**config.mk**
```make
export PLATFORM = sky130hd
export DESIGN_NAME = plot_cmd_encoder
export DESIGN_NICKNAME = d
export VERILOG_FILES = /design/src/rtl/plot_enc_pkg.sv /design/src/rtl/pulse_gen.sv /design/src/rtl/ready_sync.sv /design/src/rtl/tag_fifo.sv /design/src/rtl/plot_cmd_encoder.sv
export SDC_FILE = /design/constraint.sdc
export NUM_CORES = 1
export LEC_CHECK = 0
export BUFFER_PORTS_ARGS = -buffer_cell sky130_fd_sc_hd__buf_2
export CAP_MARGIN = 20
export CORE_UTILIZATION = 23
export CTS_BUF_LIST = sky130_fd_sc_hd__clkbuf_16
export CTS_CLUSTER_DIAMETER = 60
export DETAILED_ROUTE_END_ITERATION = 7
export GPL_TIMING_DRIVEN = 1
export SYNTH_ARGS = -nofsm -noshare
export SYNTH_HDL_FRONTEND = slang
export SYNTH_SLANG_ARGS = --single-unit
```
**constraint.sdc**
```tcl
create_clock -name clk -period 3.3 [get_ports clk]
set_input_delay 0.66 -clock clk [delete_from_list [all_inputs] [get_ports clk]]
set_output_delay 0.66 -clock clk [all_outputs]
set_load 0.005 [all_outputs]
```
**src/rtl/plot_enc_pkg.sv**
```systemverilog
package plot_enc_pkg;
    localparam int DATA_W = 8;

    typedef struct packed {
        logic              is_mode;
        logic [DATA_W-1:0] payload;
    } q_entry_t;

    typedef enum logic { P_IDLE, P_ACTIVE } pulse_state_t;

    typedef enum logic [1:0] {
        S_AWAIT_HIGH,
        S_AWAIT_LOW,
        S_AWAIT_RISE
    } seq_state_t;

    localparam logic [1:0] GRP_PULSE    = 2'b00;
    localparam logic [1:0] GRP_RESERVED = 2'b01;
endpackage

```
**src/rtl/pulse_gen.sv**
```systemverilog
module pulse_gen
    import plot_enc_pkg::*;
#(
    parameter int PULSE_CYC = 8
) (
    input  logic       clk,
    input  logic       rst_n,
    input  logic       abort,
    input  logic       fire,
    input  logic [1:0] sel_in,
    output logic [3:0] pulse_o
);
    localparam int CW = $clog2(PULSE_CYC + 1);

    pulse_state_t    state_q, state_d;
    logic [CW-1:0]   cnt_q;
    logic [1:0]      sel_q;

    always_comb begin
        state_d = state_q;
        unique case (state_q)
            P_IDLE:   if (fire) state_d = P_ACTIVE;
            P_ACTIVE: if (cnt_q == '0) state_d = P_IDLE;
            default:  state_d = P_IDLE;
        endcase
        if (abort) state_d = P_IDLE;
    end

    always_ff @(posedge clk or negedge rst_n) begin
        if (!rst_n) begin
            state_q <= P_IDLE;
            cnt_q   <= '0;
            sel_q   <= '0;
        end else begin
            state_q <= state_d;
            if (state_q == P_IDLE && fire) begin
                cnt_q <= CW'(PULSE_CYC - 1);
                sel_q <= sel_in;
            end else if (state_q == P_ACTIVE && cnt_q != '0) begin
                cnt_q <= cnt_q - 1'b1;
            end
        end
    end

    always_comb begin
        pulse_o = '0;
        if (state_q == P_ACTIVE) pulse_o[sel_q] = 1'b1;
    end

    assert_single_line_R2: assert property (@(posedge clk) disable iff (!rst_n)
        $onehot0(pulse_o));
    assert_start_needs_cmd_R2: assert property (@(posedge clk) disable iff (!rst_n)
        $rose(|pulse_o) |-> $past(fire));
endmodule

```
**src/rtl/ready_sync.sv**
```systemverilog
module ready_sync
    import plot_enc_pkg::*;
(
    input  logic clk,
    input  logic rst_n,
    input  logic restart,
    input  logic dev_rdy,
    input  logic sw_ack,
    input  logic clr,
    output logic rdy_ff
);
    seq_state_t state_q, state_d;
    logic       seq_hit;

    always_comb begin
        state_d = state_q;
        seq_hit = 1'b0;
        unique case (state_q)
            S_AWAIT_HIGH: if (dev_rdy)  state_d = S_AWAIT_LOW;
            S_AWAIT_LOW:  if (!dev_rdy) state_d = S_AWAIT_RISE;
            S_AWAIT_RISE: if (dev_rdy) begin
                state_d = S_AWAIT_LOW;
                seq_hit = 1'b1;
            end
            default: state_d = S_AWAIT_HIGH;
        endcase
        if (restart) state_d = S_AWAIT_HIGH;
    end

    always_ff @(posedge clk or negedge rst_n) begin
        if (!rst_n) begin
            state_q <= S_AWAIT_HIGH;
            rdy_ff  <= 1'b0;
        end else begin
            state_q <= state_d;
            if (clr || restart)          rdy_ff <= 1'b0;
            else if (seq_hit || sw_ack)  rdy_ff <= 1'b1;
        end
    end

    assert_clear_wins_R8: assert property (@(posedge clk) disable iff (!rst_n)
        clr |=> !rdy_ff);
    assert_set_source_R8: assert property (@(posedge clk) disable iff (!rst_n)
        $rose(rdy_ff) |-> $past(dev_rdy || sw_ack));
endmodule

```
**src/rtl/tag_fifo.sv**
```systemverilog
module tag_fifo
    import plot_enc_pkg::*;
#(
    parameter int DEPTH = 8
) (
    input  logic     clk,
    input  logic     rst_n,
    input  logic     flush,
    input  logic     push,
    input  q_entry_t wdata,
    input  logic     pop,
    output q_entry_t head,
    output logic     empty,
    output logic     full
);
    localparam int PW = (DEPTH > 1) ? $clog2(DEPTH) : 1;
    localparam int CW = $clog2(DEPTH + 1);

    q_entry_t      mem [DEPTH];
    logic [PW-1:0] wp_q, rp_q;
    logic [CW-1:0] cnt_q;
    logic          do_push, do_pop;

    assign empty   = (cnt_q == '0);
    assign full    = (cnt_q == CW'(DEPTH));
    assign do_push = push && !full;
    assign do_pop  = pop && !empty;
    assign head    = mem[rp_q];

    function automatic logic [PW-1:0] nxt(input logic [PW-1:0] p);
        return (p == PW'(DEPTH - 1)) ? '0 : p + 1'b1;
    endfunction

    always_ff @(posedge clk or negedge rst_n) begin
        if (!rst_n) begin
            wp_q  <= '0;
            rp_q  <= '0;
            cnt_q <= '0;
        end else if (flush) begin
            wp_q  <= '0;
            rp_q  <= '0;
            cnt_q <= '0;
        end else begin
            if (do_push) wp_q <= nxt(wp_q);
            if (do_pop)  rp_q <= nxt(rp_q);
            cnt_q <= cnt_q + CW'(do_push) - CW'(do_pop);
        end
    end

    always_ff @(posedge clk) begin
        if (do_push) mem[wp_q] <= wdata;
    end

    assert_no_overflow_R9: assert property (@(posedge clk) disable iff (!rst_n)
        full && !pop && !flush |=> full);
endmodule

```
**src/rtl/plot_cmd_encoder.sv**
```systemverilog
module plot_cmd_encoder
    import plot_enc_pkg::*;
#(
    parameter int PULSE_CYC = 8,
    parameter int DEPTH     = 8
) (
    input  logic              clk,
    input  logic              rst_n,
    input  logic              mclr,
    input  logic              cmd_wr,
    input  logic [3:0]        cmd_code,
    input  logic              data_wr,
    input  logic [DATA_W-1:0] data_in,
    output logic              q_full,
    output logic              out_valid,
    output logic [DATA_W-1:0] out_data,
    input  logic              out_take,
    output logic [1:0]        out_mode,
    output logic [3:0]        pulse_o,
    input  logic              dev_rdy,
    input  logic              sw_ack,
    output logic              rdy_ff
);
    logic     is_pulse_cmd, is_mode_cmd, clr_ready;
    logic     push, pop, head_mode, empty;
    q_entry_t wentry, head;

    assign is_pulse_cmd = cmd_wr && (cmd_code[3:2] == GRP_PULSE);
    assign is_mode_cmd  = cmd_wr && cmd_code[3];
    assign clr_ready    = is_mode_cmd && !cmd_code[2];

    always_comb begin
        wentry = '0;
        if (is_mode_cmd) begin
            wentry.is_mode      = 1'b1;
            wentry.payload[1:0] = cmd_code[1:0];
        end else begin
            wentry.payload = data_in;
        end
    end

    assign push      = is_mode_cmd || data_wr;
    assign head_mode = !empty && head.is_mode;
    assign out_valid = !empty && !head.is_mode;
    assign out_data  = head.payload;
    assign pop       = head_mode || (out_valid && out_take);

    pulse_gen #(.PULSE_CYC(PULSE_CYC)) u_pulse (
        .clk(clk), .rst_n(rst_n), .abort(mclr),
        .fire(is_pulse_cmd), .sel_in(cmd_code[1:0]), .pulse_o(pulse_o)
    );

    ready_sync u_ready (
        .clk(clk), .rst_n(rst_n), .restart(mclr), .dev_rdy(dev_rdy),
        .sw_ack(sw_ack), .clr(clr_ready), .rdy_ff(rdy_ff)
    );

    tag_fifo #(.DEPTH(DEPTH)) u_fifo (
        .clk(clk), .rst_n(rst_n), .flush(mclr), .push(push), .wdata(wentry),
        .pop(pop), .head(head), .empty(empty), .full(q_full)
    );

    always_ff @(posedge clk or negedge rst_n) begin
        if (!rst_n)                  out_mode <= 2'b00;
        else if (head_mode && !mclr) out_mode <= head.payload[1:0];
    end

    assert_mode_moves_at_head_R5: assert property (@(posedge clk) disable iff (!rst_n)
        !$stable(out_mode) |-> $past(head_mode));
    assert_mclr_keeps_mode_R10: assert property (@(posedge clk) disable iff (!rst_n)
        mclr |=> $stable(out_mode));
endmodule

```
**Yosys cells after proc, flatten, opt, wreduce, memory -nomap -nowiden**

Memories as Yosys holds them, arrays and structs flattened.
Cells that the tools add are included.

- Add/sub/neg operators: 5
- Multipliers: 0
- Div/mod/pow operators: 0
- Magnitude comparators: 2
- Equality and inequality tests: 7
- Shift operators: 0
- Muxes and demuxes: 29
- Bitwise logic cells: 1
- Reduce and logical (&&, ||, !) cells: 32

Operators with widths:

| cell | number |
|---|---|
| two-way mux 3 bit | 6 |
| two-way mux 4 bit | 4 |
| logical AND 1 bit | 12 |
| two-way mux 1 bit | 11 |
| logical NOT 4 bit | 2 |
| two-way mux 2 bit | 4 |
| nonzero test 2 bit | 4 |
| adder 3 x 1 -> 3 bit (second input constant) | 2 |
| == test 3 bit (second input constant) | 2 |
| two-way mux 6 bit | 1 |
| logical NOT 1 bit | 5 |
| adder 4 x 1 -> 4 bit | 1 |
| == test 4 bit (second input constant) | 1 |
| logical NOT 2 bit | 2 |
| logical OR 1 bit | 4 |
| one-hot mux 2 bit (2 select lines) | 1 |
| nonzero test 4 bit | 1 |
| subtractor 4 x 1 -> 4 bit | 1 |
| subtractor 4 x 1 -> 4 bit (second input constant) | 1 |
| less-than comparator 2 x 3 -> 1 bit (second input constant) | 1 |
| != test 3 x 1 -> 1 bit (second input constant) | 1 |
| != test 3 bit (second input constant) | 1 |
| demux 1 bit (select 2 bit) | 1 |
| == test 2 x 1 -> 1 bit (second input constant) | 1 |
| 6 further kinds | 6 |

- Register bits: 22
- Bits in latches: 0
- RAM bits: 72
- Memory bits (read-only): 0
- Input port bits: 20
- Word-level logic and storage cells: 86
- Memories kept: 1

Memory list:

| name | words | width | rd ports | clocked after Yosys merged registers in | write ports | line | text |
|---|---|---|---|---|---|---|---|
| u_fifo.mem | 8 | 9 | 1 | 0 | 1 | tag_fifo.sv:19 | `q_entry_t mem [DEPTH];` |

**Depth between registers and ports, before layout**

- Depth in word-level cells: 8
- Gate-level depth with buffers: 12

**Modules after synthesis**

From an unflattened synthesis, not the netlist that was laid out.

- Cells, all modules: 247
- Area, all modules: 4,144.0 µm²

By module, submodules not included:

| module | times used | cells an instance | area an instance (µm²) | seq. area each (µm²) |
|---|---|---|---|---|
| tag_fifo | 1 | 179 | 3,455.8 | 2,412.3 |
| pulse_gen | 1 | 36 | 365.4 | 175.2 |
| plot_cmd_encoder | 1 | 22 | 198.9 | 50.0 |
| ready_sync | 1 | 10 | 123.9 | 75.1 |

**Worst setup path before layout**

No wires, ideal clock.

- Kind: register to register
- Start: reg u_fifo.rp_q[0]
- End: reg u_fifo.cnt_q[2]
- Arrival time: 2,436 ps
- Required time: 3,168 ps
- Setup slack: 732 ps
- Cell stages (with the launch flop): 10
- Buffers on the path: 0
- Period minus slack after synthesis: 2,568 ps
- Cell sequence: dfrtp_1 > mux4_1 > mux2i_4 > a21oi_1 > ha_1 > inv_1 > ha_1 > fa_1 > xnor2_1 > nor2_1

- Cells in the longest elaborated chain, start to end: 8

Ends and longest elaborated chain:

| element | line | text |
|---|---|---|
| start: declaration | tag_fifo.sv:20 | `logic [PW-1:0] wp_q, rp_q;` |
| start signal: assignment | tag_fifo.sv:45 | `if (do_pop) rp_q <= nxt(rp_q);` |
| memory read (8 x 9 bit) * | -- |  |
| logical NOT 1 bit | plot_cmd_encoder.sv:44 | `assign out_valid = !empty && !head.is_mode;` |
| logical AND 1 bit | plot_cmd_encoder.sv:44 |  |
| logical AND 1 bit | plot_cmd_encoder.sv:46 | `assign pop = head_mode \|\| (out_valid && out_take);` |
| logical OR 1 bit * | plot_cmd_encoder.sv:46 |  |
| logical AND 1 bit * | tag_fifo.sv:27 | `assign do_pop = pop && !empty;` |
| subtractor 4 x 1 -> 4 bit * | tag_fifo.sv:46 | `cnt_q <= cnt_q + CW'(do_push) - CW'(do_pop);` |
| two-way mux 4 bit * | tag_fifo.sv:39 | `end else if (flush) begin` |
| end signal: assignment | tag_fifo.sv:46 |  |
| end: declaration | tag_fifo.sv:21 | `logic [CW-1:0] cnt_q;` |

Every way passes the cells marked *; elsewhere a longest branch is shown, timed or not.
A chain may end at the register's enable or synchronous reset.

**Final worst setup path**

- Start: reg u_fifo.rp_q[0]
- End: out out_data[1]

- Cells in the longest elaborated chain, start to end: 1

Ends and longest elaborated chain:

| element | line | text |
|---|---|---|
| memory read (8 x 9 bit) | -- |  |
| end: declaration | plot_cmd_encoder.sv:16 | `output logic [DATA_W-1:0] out_data,` |

Every way passes these cells.

==> flow_metrics.py <==
metrics = {
    "run_status": {
        "status": "finished clean",
    },
    "timing": {
        "slew_violations": 0,
        "setup_viol": 0,
        "fin_crit_sh_pct": 85.0,
        "worst_pin_slew_ps": 603,
        "min_period_ps": 2810,
        "clock_skew_ps": 6.52,
        "hold_viol": 0,
        "slew_headroom_pct": 59.7,
        "rsz0062_at_grt": "false",
        "max_clock_freq_mhz": 356,
        "fin_tns_setup_ps": 0,
        "whs_ps": 295,
    },
    "clock_network": {
        "cts_buffer_depth": 2,
        "clock_sinks": 94,
        "tritoncts": "yes",
        "numCtsBuffers": 9,
        "cts-root-buf": "clkbuf_16",
        "h-tree-depth": 3,
        "clk_latency_ps": 340,
        "cts_resized": 0,
        "cts_hold_buf": 0,
        "postCtsSetupRepairBufs": 0,
        "clk_pin_slew_ps": 60,
    },
    "pwr": {
        "power_density_nw_per_um2": 732,
        "vdd_drop_max_mv": 0.278,
        "switchingPower_mw": 1.02,
        "clockPowerShare_pct": 28.0,
        "total_leakage_power_nw": 1.79,
        "total_power_mw": 3.57,
        "p_int_mw": 2.55,
        "pwr-share-seq_pct": 42.4,
        "combPwrFrac_pct": 29.6,
        "switching_share_pct": 28.6,
    },
    "global_routing": {
        "grt-ovfl-total": 0,
        "first_global_vias": 2433,
        "grt_max_degree": 23,
        "antenna_found_initial": 0,
        "grt.total_usage_pct": 9.75,
        "grt_pass1_wl_um": 12900,
    },
    "synthesis": {
        "yosysTopAreaCell": "edfxtp_1",
        "yosys-top-cells-count": "edfxtp_1 (72), dfrtp_1 (22), mux4_2 (16), nor2_1 (14)",
        "async_reset_ff_share_pct": 23.4,
        "ys_types": 40,
        "synth_edf_count": 72,
        "synthFlopType": "edfxtp_1",
        "syn_nets": 278,
        "synth_most_common_cell": "edfxtp_1",
        "ys_seq_area_share_pct": 66.7,
        "synth_area_um2": 4070,
        "avgSynthCellArea_um2": 16.5,
        "ys_ff_latch": 94,
        "synth_area_leaders": "edfxtp_1 (53%), dfrtp_1 (14%), mux4_2 (8.9%), ha_1 (3.4%), mux2_2 (3.3%)",
        "yosys_warnings": 0,
        "synth.top_cell.area_share_pct": 53.2,
        "synthCells": 246,
    },
    "cells_and_area": {
        "final_cells": 525,
        "n_fill_cell": 1763,
        "antenna_cells": 0,
        "drive_gt1_share_pct": 31.3,
        "final_util_pct": 28.1,
        "syn_to_final_growth_pct": 19.7,
        "nets": 329,
    },
    "placement": {
        "gp_congestion": 0.695,
        "hpwl_um": 5580,
        "port_buffers": 36,
        "dp_cells": 511,
    },
    "critical_path": {
        "crit_type": "register to output pin",
        "endpoint_kind": "output pin",
        "cp_max_fo": 21,
        "worstPathRequired_ps": 2640,
        "critPathLaunchType": "register",
        "worstPathArrival_ps": 2150,
        "r2r_setup_slack_ps": 660,
    },
    "worst_hold_path": {
        "min_path_type": "input port to async pin",
    },
    "route": {
        "wl_um": 8190,
        "ant_nets": 0,
        "via_per_inst": 4.24,
        "wl_per_cell_um": 15.6,
        "first_pass_iters": 4,
        "drt_iter0_markers": 197,
        "num_vias": 2225,
        "drcViolationCount": 0,
    },
    "floorplanning": {
        "initial_core_util_pct": 23.5,
        "dieArea_um2": 18200,
        "rows": 48,
        "ioPinCount": 37,
        "coreArea_um2": 17300,
        "die-width_um": 135,
        "die_y_um": 135,
    },
    "flow_run": {
        "maxCapViolations": 0,
    },
}
-- kinds of logic after synthesis --
| family | count (synthesis) | share of synthesized area (%) |
|---|---|---|
| XOR/XNOR | 5 | 1.08 |
| multiplexers | 34 | 15.0 |
| AO/OA/AOI/OAI | 20 | 3.01 |
| buffers and inverters | 20 | 2.00 |
| AND/OR/NAND/NOR | 61 | 8.34 |
| adder cells (fa/ha/maj) | 12 | 3.88 |
| flip-flops | 94 | 66.7 |
-- cell type report --
type / count / area [um2] / share of cell area, %
clock buffer: 9 / 225 / 4.63
clock inverter: 5 / 60.1 / 1.23
inverter: 12 / 45.0 / 0.925
multi-input combinational: 132 / 1270 / 26.2
sequential: 94 / 2710 / 55.7
tap: 225 / 282 / 5.78
timing repair buffer: 48 / 270 / 5.55
-- registers in the layout, indices dropped and copies added (netlist names) --
register         cells
u_fifo.wp_q          3
u_pulse.cnt_q        4
u_fifo.mem          72
u_fifo.rp_q          3
u_pulse.sel_q        2
u_fifo.cnt_q         4
out_mode             2
u_pulse.state_q      1
u_ready.state_q      2
u_ready.rdy_ff       1
-- per-layer routing --
| metal | routed length (um) | share of wire, % | GRT usage (%) | vias up |
|---|---|---|---|---|
| li1 | - | - | - | 1047 |
| met5 | 0 | 0 | 0 | - |
| met4 | 114 | 1.4 | 3.87 | 0 |
| met2 | 4350 | 53 | 17.0 | 33 |
| met1 | 3420 | 42 | 11.3 | 1137 |
| met3 | 298 | 3.6 | 2.74 | 8 |
-- power by group through the flow --
stage          Combinational [mW]  Clock [mW]  Sequential, mW
2_1_floorplan               0.759           0            1.51
3_3_place_gp                 1.05           0            1.53
3_5_place_dp                 1.08           0            1.54
4_1_cts                      1.08        1.02            1.51
5_1_grt                      1.17        1.07            1.53
6_report                     1.06       0.998            1.51
-- cells in the final DEF (no fill, tap or decap), types with 7 or more instances in the layout --
master and instances:
clkbuf_16 9, and2_1 7, nor2_1 14, dfrtp_1 22
mux4_2 16, ha_1 11, buf_4 12, nand2_1 8
edfxtp_1 72, mux2_2 12, buf_2 36, inv_1 12
-- critical path, stage by stage, from the launching register on --
cell and delay, ps:
dfrtp_1 390, buf_4 390, mux4_2 550, mux2_2 330, buf_2 140
-- stage by stage --
stage	setup slack (ps)	cell area, um2
final	494	4870
after global routing	373	4870
after global placement	712	4580
after CTS	441	4870
after floorplan	732	4070
after detailed placement	641	4580
-- final timing paths --
kind	startpoint	end	cells past startpoint
worst max-delay path	u_fifo.rp_q[0]$_DFFE_PN0P_	out_data[1]	4
worst min-delay path	rst_n	u_pulse.sel_q[1]$_DFFE_PN0P_	1
worst max register to register	u_fifo.rp_q[0]$_DFFE_PN0P_	u_fifo.cnt_q[2]$_DFF_PN0_	9
worst min register to register	out_mode[1]$_DFFE_PN0P_	out_mode[1]$_DFFE_PN0P_	1
max in group asynchronous	rst_n	u_fifo.wp_q[2]$_DFFE_PN0P_	1
min in group clk	dev_rdy	u_ready.state_q[1]$_DFFE_PN0P_	2
Power figures use the tool's default switching activity.
